[config.mk]
export PLATFORM = sky130hd
export DESIGN_NAME = wdog_svc_top
export DESIGN_NICKNAME = d
export VERILOG_FILES = /design/src/rtl/wdog_pkg.sv /design/src/rtl/wdog_regs.sv /design/src/rtl/wdog_count.sv /design/src/rtl/wdog_stretch.sv /design/src/rtl/wdog_pdown.sv /design/src/rtl/wdog_svc_top.sv
export SDC_FILE = /design/constraint.sdc
export NUM_CORES = 1
export LEC_CHECK = 0
export ABC_AREA = 1
export BUFFER_PORTS_ARGS = -buffer_cell sky130_fd_sc_hd__buf_2
export CORE_MARGIN = 3
export CORE_UTILIZATION = 53
export CTS_CLUSTER_SIZE = 40
export DETAILED_ROUTE_END_ITERATION = 10
export GPL_ROUTABILITY_DRIVEN = 0
export PLACE_DENSITY_LB_ADDON = 0.15
export SYNTH_ARGS = -nofsm -noshare
export SYNTH_HDL_FRONTEND = slang
export SYNTH_SLANG_ARGS = --single-unit
[constraint.sdc]
create_clock -name clk -period 1.7 [get_ports clk]
set_input_delay 0.085 -clock clk [delete_from_list [all_inputs] [get_ports clk]]
set_output_delay 0.085 -clock clk [all_outputs]
set_load 0.1 [all_outputs]
[src/rtl/wdog_pkg.sv]
package wdog_pkg;
  localparam int ADDR_W   = 4;
  localparam int DATA_W   = 16;
  localparam int TOUT_W   = 8;
  localparam int TOUT_LSB = 8;
  localparam int B_FRZ    = 0;
  localparam int B_EN     = 2;
  localparam int B_MODE   = 3;
  localparam int B_SRQ    = 4;

  localparam logic [ADDR_W-1:0] A_CTRL = 4'h0;
  localparam logic [ADDR_W-1:0] A_SVC  = 4'h2;
  localparam logic [ADDR_W-1:0] A_STAT = 4'h4;
  localparam logic [ADDR_W-1:0] A_PDC  = 4'h8;

  localparam logic [DATA_W-1:0] KEY_ARM  = 16'h5555;
  localparam logic [DATA_W-1:0] KEY_FIRE = 16'hAAAA;

  typedef struct packed {
    logic [TOUT_W-1:0] tout;
    logic              mode;
    logic              en;
    logic              frz;
  } ctrl_t;
endpackage

[src/rtl/wdog_regs.sv]
module wdog_regs
  import wdog_pkg::*;
(
  input  logic              clk,
  input  logic              rst,
  input  logic              wr,
  input  logic              rd,
  input  logic [ADDR_W-1:0] addr,
  input  logic [DATA_W-1:0] wdata,
  input  logic              tick,
  input  logic [1:0]        cause,
  output ctrl_t             ctrl,
  output logic              reload,
  output logic              en_rise,
  output logic              soft_fire,
  output logic              pd_en,
  output logic [DATA_W-1:0] rdata
);
  logic frz_lock, key_armed, srq_armed;
  logic wr_ctrl, wr_svc, wr_pdc;

  assign wr_ctrl = wr && (addr == A_CTRL);
  assign wr_svc  = wr && (addr == A_SVC);
  assign wr_pdc  = wr && (addr == A_PDC);

  always_ff @(posedge clk) begin
    if (rst) begin
      ctrl      <= '0;
      frz_lock  <= 1'b0;
      key_armed <= 1'b0;
      srq_armed <= 1'b0;
      pd_en     <= 1'b1;
      reload    <= 1'b0;
      en_rise   <= 1'b0;
      soft_fire <= 1'b0;
      rdata     <= '0;
    end else begin
      reload    <= 1'b0;
      en_rise   <= 1'b0;
      soft_fire <= 1'b0;
      if (wr_ctrl) begin
        ctrl.tout <= wdata[TOUT_LSB +: TOUT_W];
        ctrl.mode <= wdata[B_MODE];
        if (wdata[B_EN] && !ctrl.en) begin
          ctrl.en <= 1'b1;
          en_rise <= 1'b1;
        end
        if (!frz_lock) ctrl.frz <= wdata[B_FRZ];
        frz_lock <= 1'b1;
      end
      // software reset: two requests inside one slow period
      if (wr_ctrl && !wdata[B_SRQ]) begin
        if (srq_armed && !tick) begin
          soft_fire <= 1'b1;
          srq_armed <= 1'b0;
        end else begin
          srq_armed <= 1'b1;
        end
      end else if (tick) begin
        srq_armed <= 1'b0;
      end
      if (wr_svc) begin
        if (wdata == KEY_ARM) begin
          key_armed <= 1'b1;
        end else begin
          key_armed <= 1'b0;
          if (wdata == KEY_FIRE && key_armed) reload <= 1'b1;
        end
      end
      if (wr_pdc && !wdata[0]) pd_en <= 1'b0;
      if (rd) begin
        case (addr)
          A_CTRL:  rdata <= {ctrl.tout, 3'b000, 1'b1, ctrl.mode, ctrl.en, 1'b0, ctrl.frz};
          A_STAT:  rdata <= {{(DATA_W-2){1'b0}}, cause};
          A_PDC:   rdata <= {{(DATA_W-1){1'b0}}, pd_en};
          default: rdata <= '0;
        endcase
      end
    end
  end

  // enable never falls outside reset
  a_r4_enable_sticky: assert property (@(posedge clk) disable iff (rst)
    ctrl.en |=> ctrl.en);
  // freeze option frozen after first control write
  a_r6_freeze_once: assert property (@(posedge clk) disable iff (rst)
    frz_lock |=> $stable(ctrl.frz));
  // a software reset only follows a request write
  a_r10_soft_cause: assert property (@(posedge clk) disable iff (rst)
    soft_fire |-> $past(wr_ctrl && !wdata[B_SRQ]));
endmodule

[src/rtl/wdog_count.sv]
module wdog_count
  import wdog_pkg::*;
#(
  parameter int DIV = 16384
) (
  input  logic              clk,
  input  logic              rst,
  input  logic              run,
  input  logic              tick,
  input  logic              frozen,
  input  logic              load,
  input  logic [TOUT_W-1:0] tout,
  output logic              expire
);
  localparam int PW = (DIV > 1) ? $clog2(DIV) : 1;
  localparam logic [PW-1:0] PLAST = PW'(DIV - 1);

  logic [PW-1:0]     presc;
  logic [TOUT_W-1:0] cnt;
  logic              adv;

  assign adv = run && tick && !frozen;

  always_ff @(posedge clk) begin
    if (rst) begin
      presc  <= '0;
      cnt    <= '0;
      expire <= 1'b0;
    end else begin
      expire <= 1'b0;
      if (load) begin
        presc <= '0;
        cnt   <= tout;
      end else if (adv) begin
        if (presc == PLAST) begin
          presc <= '0;
          if (cnt == '0) begin
            expire <= 1'b1;
            cnt    <= tout;
          end else begin
            cnt <= cnt - 1'b1;
          end
        end else begin
          presc <= presc + 1'b1;
        end
      end
    end
  end

  // a reload takes the current timeout and restarts the step
  a_r3_reload: assert property (@(posedge clk) disable iff (rst)
    load |=> (cnt == $past(tout)) && (presc == '0));
  // nothing moves without an unfrozen tick
  a_r6_hold_still: assert property (@(posedge clk) disable iff (rst)
    (!load && !adv) |=> $stable(cnt) && $stable(presc));
  // expiry only follows an enabled tick
  a_r2_expire_cause: assert property (@(posedge clk) disable iff (rst)
    expire |-> $past(adv));
endmodule

[src/rtl/wdog_stretch.sv]
module wdog_stretch #(
  parameter int HOLD = 32
) (
  input  logic clk,
  input  logic clr,
  input  logic trig,
  input  logic tick,
  output logic act
);
  localparam int HW = $clog2(HOLD + 1);
  logic [HW-1:0] left;

  always_ff @(posedge clk) begin
    if (clr) begin
      left <= '0;
      act  <= 1'b0;
    end else if (trig) begin
      left <= HW'(HOLD);
      act  <= 1'b1;
    end else if (tick && left != '0) begin
      left <= left - 1'b1;
      if (left == HW'(1)) act <= 1'b0;
    end
  end

  // the output only ends on a slow tick
  a_r8_hold_on_tick: assert property (@(posedge clk) disable iff (clr)
    (act && !tick) |=> act);
endmodule

[src/rtl/wdog_pdown.sv]
module wdog_pdown #(
  parameter int PD_TICKS = 524288
) (
  input  logic clk,
  input  logic rst,
  input  logic tick,
  input  logic en,
  output logic pulse
);
  localparam int CW = $clog2(PD_TICKS + 1);
  logic [CW-1:0] cnt;
  logic          done;

  always_ff @(posedge clk) begin
    if (rst) begin
      cnt   <= '0;
      done  <= 1'b0;
      pulse <= 1'b0;
    end else begin
      pulse <= 1'b0;
      if (en && !done && tick) begin
        if (cnt == CW'(PD_TICKS - 1)) begin
          pulse <= 1'b1;
          done  <= 1'b1;
        end else begin
          cnt <= cnt + 1'b1;
        end
      end
    end
  end

  // the pulse lasts one clock
  a_r11_single_pulse: assert property (@(posedge clk) disable iff (rst)
    pulse |=> !pulse);
endmodule

[src/rtl/wdog_svc_top.sv]
module wdog_svc_top
  import wdog_pkg::*;
#(
  parameter int DIV_HALF_SEC = 16384,
  parameter int RST_HOLD     = 32,
  parameter int PD_TICKS     = 524288
) (
  input  logic              clk,
  input  logic              por,
  input  logic              rst,
  input  logic              reg_wr,
  input  logic              reg_rd,
  input  logic [ADDR_W-1:0] reg_addr,
  input  logic [DATA_W-1:0] reg_wdata,
  output logic [DATA_W-1:0] reg_rdata,
  input  logic              tick_32k,
  input  logic              low_power,
  output logic              sys_rst_o,
  output logic              irq_n_o
);
  ctrl_t      ctrl;
  logic       rst_any, reload, en_rise, soft_fire, pd_en, pd_pulse;
  logic       expire, tsig_act;
  logic [1:0] cause;

  assign rst_any = rst | por;

  wdog_regs u_regs (
    .clk(clk), .rst(rst_any), .wr(reg_wr), .rd(reg_rd), .addr(reg_addr),
    .wdata(reg_wdata), .tick(tick_32k), .cause(cause), .ctrl(ctrl),
    .reload(reload), .en_rise(en_rise), .soft_fire(soft_fire),
    .pd_en(pd_en), .rdata(reg_rdata)
  );

  wdog_count #(.DIV(DIV_HALF_SEC)) u_count (
    .clk(clk), .rst(rst_any), .run(ctrl.en), .tick(tick_32k),
    .frozen(ctrl.frz && low_power), .load(reload || en_rise),
    .tout(ctrl.tout), .expire(expire)
  );

  wdog_stretch #(.HOLD(RST_HOLD)) u_rst_hold (
    .clk(clk), .clr(por), .trig((expire && !ctrl.mode) || soft_fire),
    .tick(tick_32k), .act(sys_rst_o)
  );

  wdog_stretch #(.HOLD(RST_HOLD)) u_sig_hold (
    .clk(clk), .clr(por), .trig(expire && ctrl.mode),
    .tick(tick_32k), .act(tsig_act)
  );

  wdog_pdown #(.PD_TICKS(PD_TICKS)) u_pdown (
    .clk(clk), .rst(rst_any), .tick(tick_32k), .en(pd_en), .pulse(pd_pulse)
  );

  always_ff @(posedge clk) begin
    if (por) begin
      cause   <= 2'b00;
      irq_n_o <= 1'b1;
    end else begin
      irq_n_o <= !(pd_pulse || tsig_act);
      if (soft_fire)                 cause <= 2'b01;
      else if (expire && !ctrl.mode) cause <= 2'b10;
    end
  end

  // a cause is recorded only alongside a reset request
  a_r9_cause_with_reset: assert property (@(posedge clk) disable iff (por)
    (cause != $past(cause)) |-> sys_rst_o);
endmodule

# [Word-level counts from Yosys, hierarchy flattened]
# Cells that the tools add are included.
[classes] add_sub_neg=5 multipliers=0 div_mod_pow=0 n_lt_le_gt_ge=0 n_eq_ne=9 n_shift=0 mux=27 bitwise_logic=9 reduce_logical=56
[op_table] operator="case mux 16 bit (3 select lines)" n=1
[op_table] operator="two-way mux 8 bit" n=4
[op_table] operator="two-way mux 6 bit" n=4
[op_table] operator="adder 20 x 1 -> 20 bit (second input constant)" n=1
[op_table] operator="== test 20 x 19 -> 1 bit (second input constant)" n=1
[op_table] operator="logical AND 1 bit" n=17
[op_table] operator="two-way mux 1 bit" n=17
[op_table] operator="== test 16 x 15 -> 1 bit (second input constant)" n=1
[op_table] operator="== test 16 bit (second input constant)" n=1
[op_table] operator="nonzero test 2 bit" n=8
[op_table] operator="adder 14 x 1 -> 14 bit (second input constant)" n=1
[op_table] operator="== test 14 bit (second input constant)" n=1
[op_table] operator="two-way mux 14 bit" n=1
[op_table] operator="AND reduction 2 bit" n=7
[op_table] operator="OR reduction 2 bit" n=7
[op_table] operator="== test 6 x 1 -> 1 bit (second input constant)" n=2
[op_table] operator="nonzero test 6 bit" n=2
[op_table] operator="subtractor 6 x 1 -> 6 bit (second input constant)" n=2
[op_table] operator="logical NOT 1 bit" n=8
[op_table] operator="logical NOT 8 bit" n=1
[op_table] operator="NOT 1 bit" n=8
[op_table] operator="subtractor 8 x 1 -> 8 bit (second input constant)" n=1
[op_table] operator="== test 4 x 2 -> 1 bit (second input constant)" n=1
[op_table] operator="== test 4 x 3 -> 1 bit (second input constant)" n=1
[op_table] operator="6 further kinds" n=8
[word_totals] ff_bits=96 latch_bits=0 mem_bits_rw=0 mem_bits_ro=0 inputBits=27 mem_count=0

# [Depth between registers and ports, before layout]
[logic_depth] word_depth=5 ltp_mapped=11 depth_no_buf=11

# [Hierarchy]
# A second synthesis with hierarchy kept.
[unflattened] cells_unflattened=719 area_unflattened_um2=4989.8
[modules_own_cells] mod="wdog_count" n_inst=1 cells_per_inst=216 area_each_um2=1416.4
[modules_own_cells] mod="wdog_regs" n_inst=1 cells_per_inst=191 area_each_um2=1330.0
[modules_own_cells] mod="wdog_pdown" n_inst=1 cells_per_inst=182 area_each_um2=1223.7
[modules_own_cells] mod="wdog_stretch" n_inst=2 cells_per_inst=55 area_each_um2=439.2
[modules_own_cells] mod="wdog_svc_top" n_inst=1 cells_per_inst=20 area_each_um2=141.4

# [Worst setup path before layout]
# No wires, ideal clock.
[synth_path] path_kind="register to register" from="reg u_pdown.cnt[0]" to="reg u_pdown.cnt[11]" arrival_ns=1.468 slack_ns=0.100 stages_incl_launch_ff=12 cell_sequence="dfxtp_1 ha_1 inv_1 nor2_2 nand2_2 nor2_2 nand2_1 nand2_2 inv_2 buf_6 nand2_1 a21oi_1"
[synth_via] elab_chain_cells=3 word_cells_on_any_way=4 classes_between="1 x add/sub; 1 x eq/ne; 1 x bitwise; 1 x reduce/logical"
[synth_lines] item="start, declared" line_no="wdog_pdown.sv:11" text="logic [CW-1:0] cnt;"
[synth_lines] item="start signal, assigned" line_no="wdog_pdown.sv:26" text="cnt <= cnt + 1'b1;"
[synth_lines] item="parallel branches: the longest is 3 deep, another holds adder 20 x 1 -> 20 bit"
# Parallel ways; which one is timed is not known.
# A chain may end at the register's enable or synchronous reset.

# [Worst setup path after layout]
[layout_path] from="in por" to="reg u_pdown.done"
[layout_via] elab_chain_cells=1
[layout_lines] item="start, declared" line_no="wdog_svc_top.sv:9" text="input logic por,"
[layout_lines] item="OR 1 bit" line_no="wdog_svc_top.sv:26" text="assign rst_any = rst | por;"
[layout_lines] item="end signal, assigned" line_no="wdog_pdown.sv:17" text="done <= 1'b0;"
[layout_lines] item="end signal, assigned" line_no="wdog_pdown.sv:24" text="done <= 1'b1;"
[layout_lines] item="end, declared" line_no="wdog_pdown.sv:12" text="logic done;"
# No other way between the ends.

==> reports/qor.yml <==
outcome: "completed"
die_x_um: 98.3
cpPeakStageDelay_ns: 0.53
critPathCaptureType: "flop"
synth_area_um2: 4520
rows: 33
finalPower_uw: 4640
synth_area_per_cell_um2: 6.83
io_pins: 45
vias_per_cell: 5.15
yosysWarnings: 0
overflow: 0
final-seq-area_um2: 1870
fillerInstances: 771
yosysTopAreaCellShare: 0.412
fmax_mhz: 645
ys_ff_latch: 93
diodes: 0
coreArea_um2: 8260
area_delta_synth_final_pct: 15.9
synth_area_leaders: "dfxtp_1, nand2_1, nor2_1, a21oi_1, inv_1"
switching_share: 0.298
power_frac_comb: 0.171
p_clk_frac: 0.323
synth_area_leader_cell: "dfxtp_1"
synth_cells: 661
finalMaxSlewViolations: 0
finalSetupViolCount: 0
synth_edf_count: 0
drc: 0
power_density_nw_per_um2: 887
p_int_uw: 3260
path_class: "input port to flop"
cp_max_fo: 18
max-slew-margin-rel: 0.589
start_kind: "input port"
holdWs_ns: 0.0200
htreeDepth: 3
p_sw_uw: 1380
grt_pass1_vias: 3994
vdd_drop_max_mv: 0.418
routed-via-count: 4313
postRouteAntennaNets: 0
clk_latency_ns: 0.36
clock_path_buffers: 2
drtPass1Iterations: 4
cp_slowest_cell: "dlygate4sd3_1"
total_leakage_power_uw: 0.00215
initial_core_util: 0.547
first_iter_violations: 167
clkSinkCount: 93
min_period_over_period: 0.913
fp.dieH_um: 98.3
ys_top_cells_by_count: "nand2_1, dfxtp_1, nor2_1, inv_1, a21oi_1"
worst_clock_skew_ns: 0.0125
tightest_slew_ns: 0.611
fin_tns_setup_ns: 0
grt_pass1_wl_um: 17600
cts_root_buffer: "clkbuf_8"
yosysMostFrequentCell: "nand2_1"
multi_input_area_um2: 2320
path_cells: "dlygate4sd3_1 > buf_2 > or2_1 > buf_4 > nor3_1 > a21o_1"
hold_path.class: "input port to flop"
placed_area_um2: 4910
synthFlopType: "dfxtp_1"
hpwl_um: 7680
post-cts-setup-buffers: 0
synth_cell_types: 37
wl_per_cell_um: 12.3
cts_tree: "built"
fin_nets: 762
die_area_um2: 9660
grt_antenna_before_repair: 0
wirelength_um: 10300
grt_max_degree: 27
clkTransAtPathRegs_ns: 0.10
synthArstFlopShare: 0
ys_seq_area_frac: 0.412
seqPwrFrac: 0.506
min_period_ns: 1.55
hold_violations: 0
required_ns: 2.01
critPathArrivalTime_ns: 1.87
drive_above_1_share: 0.143
rsz0062_at_grt: "no"
numPortBuffers: 41
grtUsageTotal: 0.219
numCtsBuffers: 9
maxCapViolations: 0
finalInstanceArea_um2: 5230
routing by layer:
layer | track usage | share of wire | up-vias
met5 | 0 | 0 | -
met4 | 0.0872 | 0.020 | 0
met3 | 0.0314 | 0.035 | 14
met2 | 0.367 | 0.48 | 83
met1 | 0.285 | 0.47 | 1974
li1 | - | - | 2242
path summary, 6_finish.rpt:
path,startpoint,endpoint,slack (ns),depth (start not counted)
setup / recovery,por,u_pdown.done$_SDFFE_PP0P_,0.15,6
hold / removal,reg_wdata[15],u_regs.ctrl[10]$_SDFFE_PP0N_,0.02,3
setup reg to reg,u_count.presc[0]$_SDFFE_PP0P_,u_count.cnt[6]$_SDFFE_PP0P_,0.16,10
hold reg to reg,u_pdown.pulse$_SDFF_PP0_,irq_n_o$_SDFF_PP1_,0.44,1
worst max-delay path: cells and delay by family:
kind | cells | cell delay (ns)
AND/OR/NAND/NOR | 2 | 0.72
AO/OA/AOI/OAI | 1 | 0.12
buffers and inverters | 3 | 0.93
power by group through the flow:
stage	clock network, uW	registers [uW]	logic (uW)
floorplan	0	2400	583
global route	1630	2360	913
CTS	1530	2350	786
finish	1500	2350	793
detailed placement	0	2400	771
global placement	0	2400	742
timing repair:
action | CTS | global route
hold endpoints to repair | 12 | 0
hold buffers | 8 | 0
setup endpoints to repair | 0 | 33
resized for setup | 0 | 20
metrics by stage:
stage	utilization	cells	worst slack [ns]
after detailed placement	0.595	813	0.0488
after CTS	0.628	837	0.0191
after floorplan	-	663	0.100
after global routing	0.634	837	0.00645
final	0.634	837	0.148
after global placement	0.595	813	0.0518
cell families after synthesis:
| kind of cell | Yosys count | synth area share |
|---|---|---|
| and+or+nand+nor | 337 | 0.311 |
| AOI/OAI and AO/OA | 112 | 0.130 |
| DFF | 93 | 0.412 |
| buffers and inverters | 89 | 0.0831 |
| xor gates and xnor gates | 21 | 0.0407 |
| adders and majority gates | 8 | 0.0222 |
| other | 1 | 0.000830 |
layout make-up:
| cell class | instances | area share |
|---|---|---|
| Inverter | 73 | 0.0531 |
| Clock inverter | 7 | 0.0141 |
| Tap cell | 105 | 0.0251 |
| Clock buffer | 9 | 0.0237 |
| Sequential cell | 93 | 0.357 |
| Multi-Input combinational cell | 481 | 0.443 |
| Timing Repair Buffer | 69 | 0.0839 |
cell usage in the layout (no fill, tap or decap), types with 3 or more instances in the layout:
master / netlist / final
nor2_1: 90 / 88
clkinv_2: 1 / 3
inv_2: 2 / 3
clkbuf_8: 0 / 9
nand2_2: 3 / 6
conb_1: 1 / 3
nand3b_1: 3 / 3
nor2_2: 5 / 7
dlygate4sd3_1: 0 / 8
nor4_1: 5 / 5
o21ai_1: 1 / 3
nand4_1: 8 / 8
nand2_1: 170 / 167
buf_2: 2 / 41
nor3_1: 10 / 10
a21oi_1: 59 / 59
nand3_1: 37 / 36
xor2_1: 13 / 13
dfxtp_1: 93 / 89
ha_1: 8 / 6
dfxtp_2: 0 / 3
buf_4: 4 / 19
o21ai_0: 43 / 41
inv_1: 70 / 68
xnor2_1: 8 / 8
flip-flops by register name, summed over array words and instances (netlist names):
signal / flops
u_sig_hold.act: 1
u_regs.ctrl: 11
u_regs.en_rise: 1
u_count.expire: 1
u_regs.frz_lock: 1
u_pdown.pulse: 1
u_regs.key_armed: 1
u_pdown.done: 1
u_regs.pd_en: 1
u_count.presc: 14
u_sig_hold.left: 6
u_regs.rdata: 13
u_regs.soft_fire: 1
u_regs.srq_armed: 1
u_pdown.cnt: 20
u_count.cnt: 8
u_rst_hold.left: 6
cause: 2
u_regs.reload: 1
irq_n_o: 1
u_rst_hold.act: 1
No activity file was read; power rests on OpenSTA's default activity.
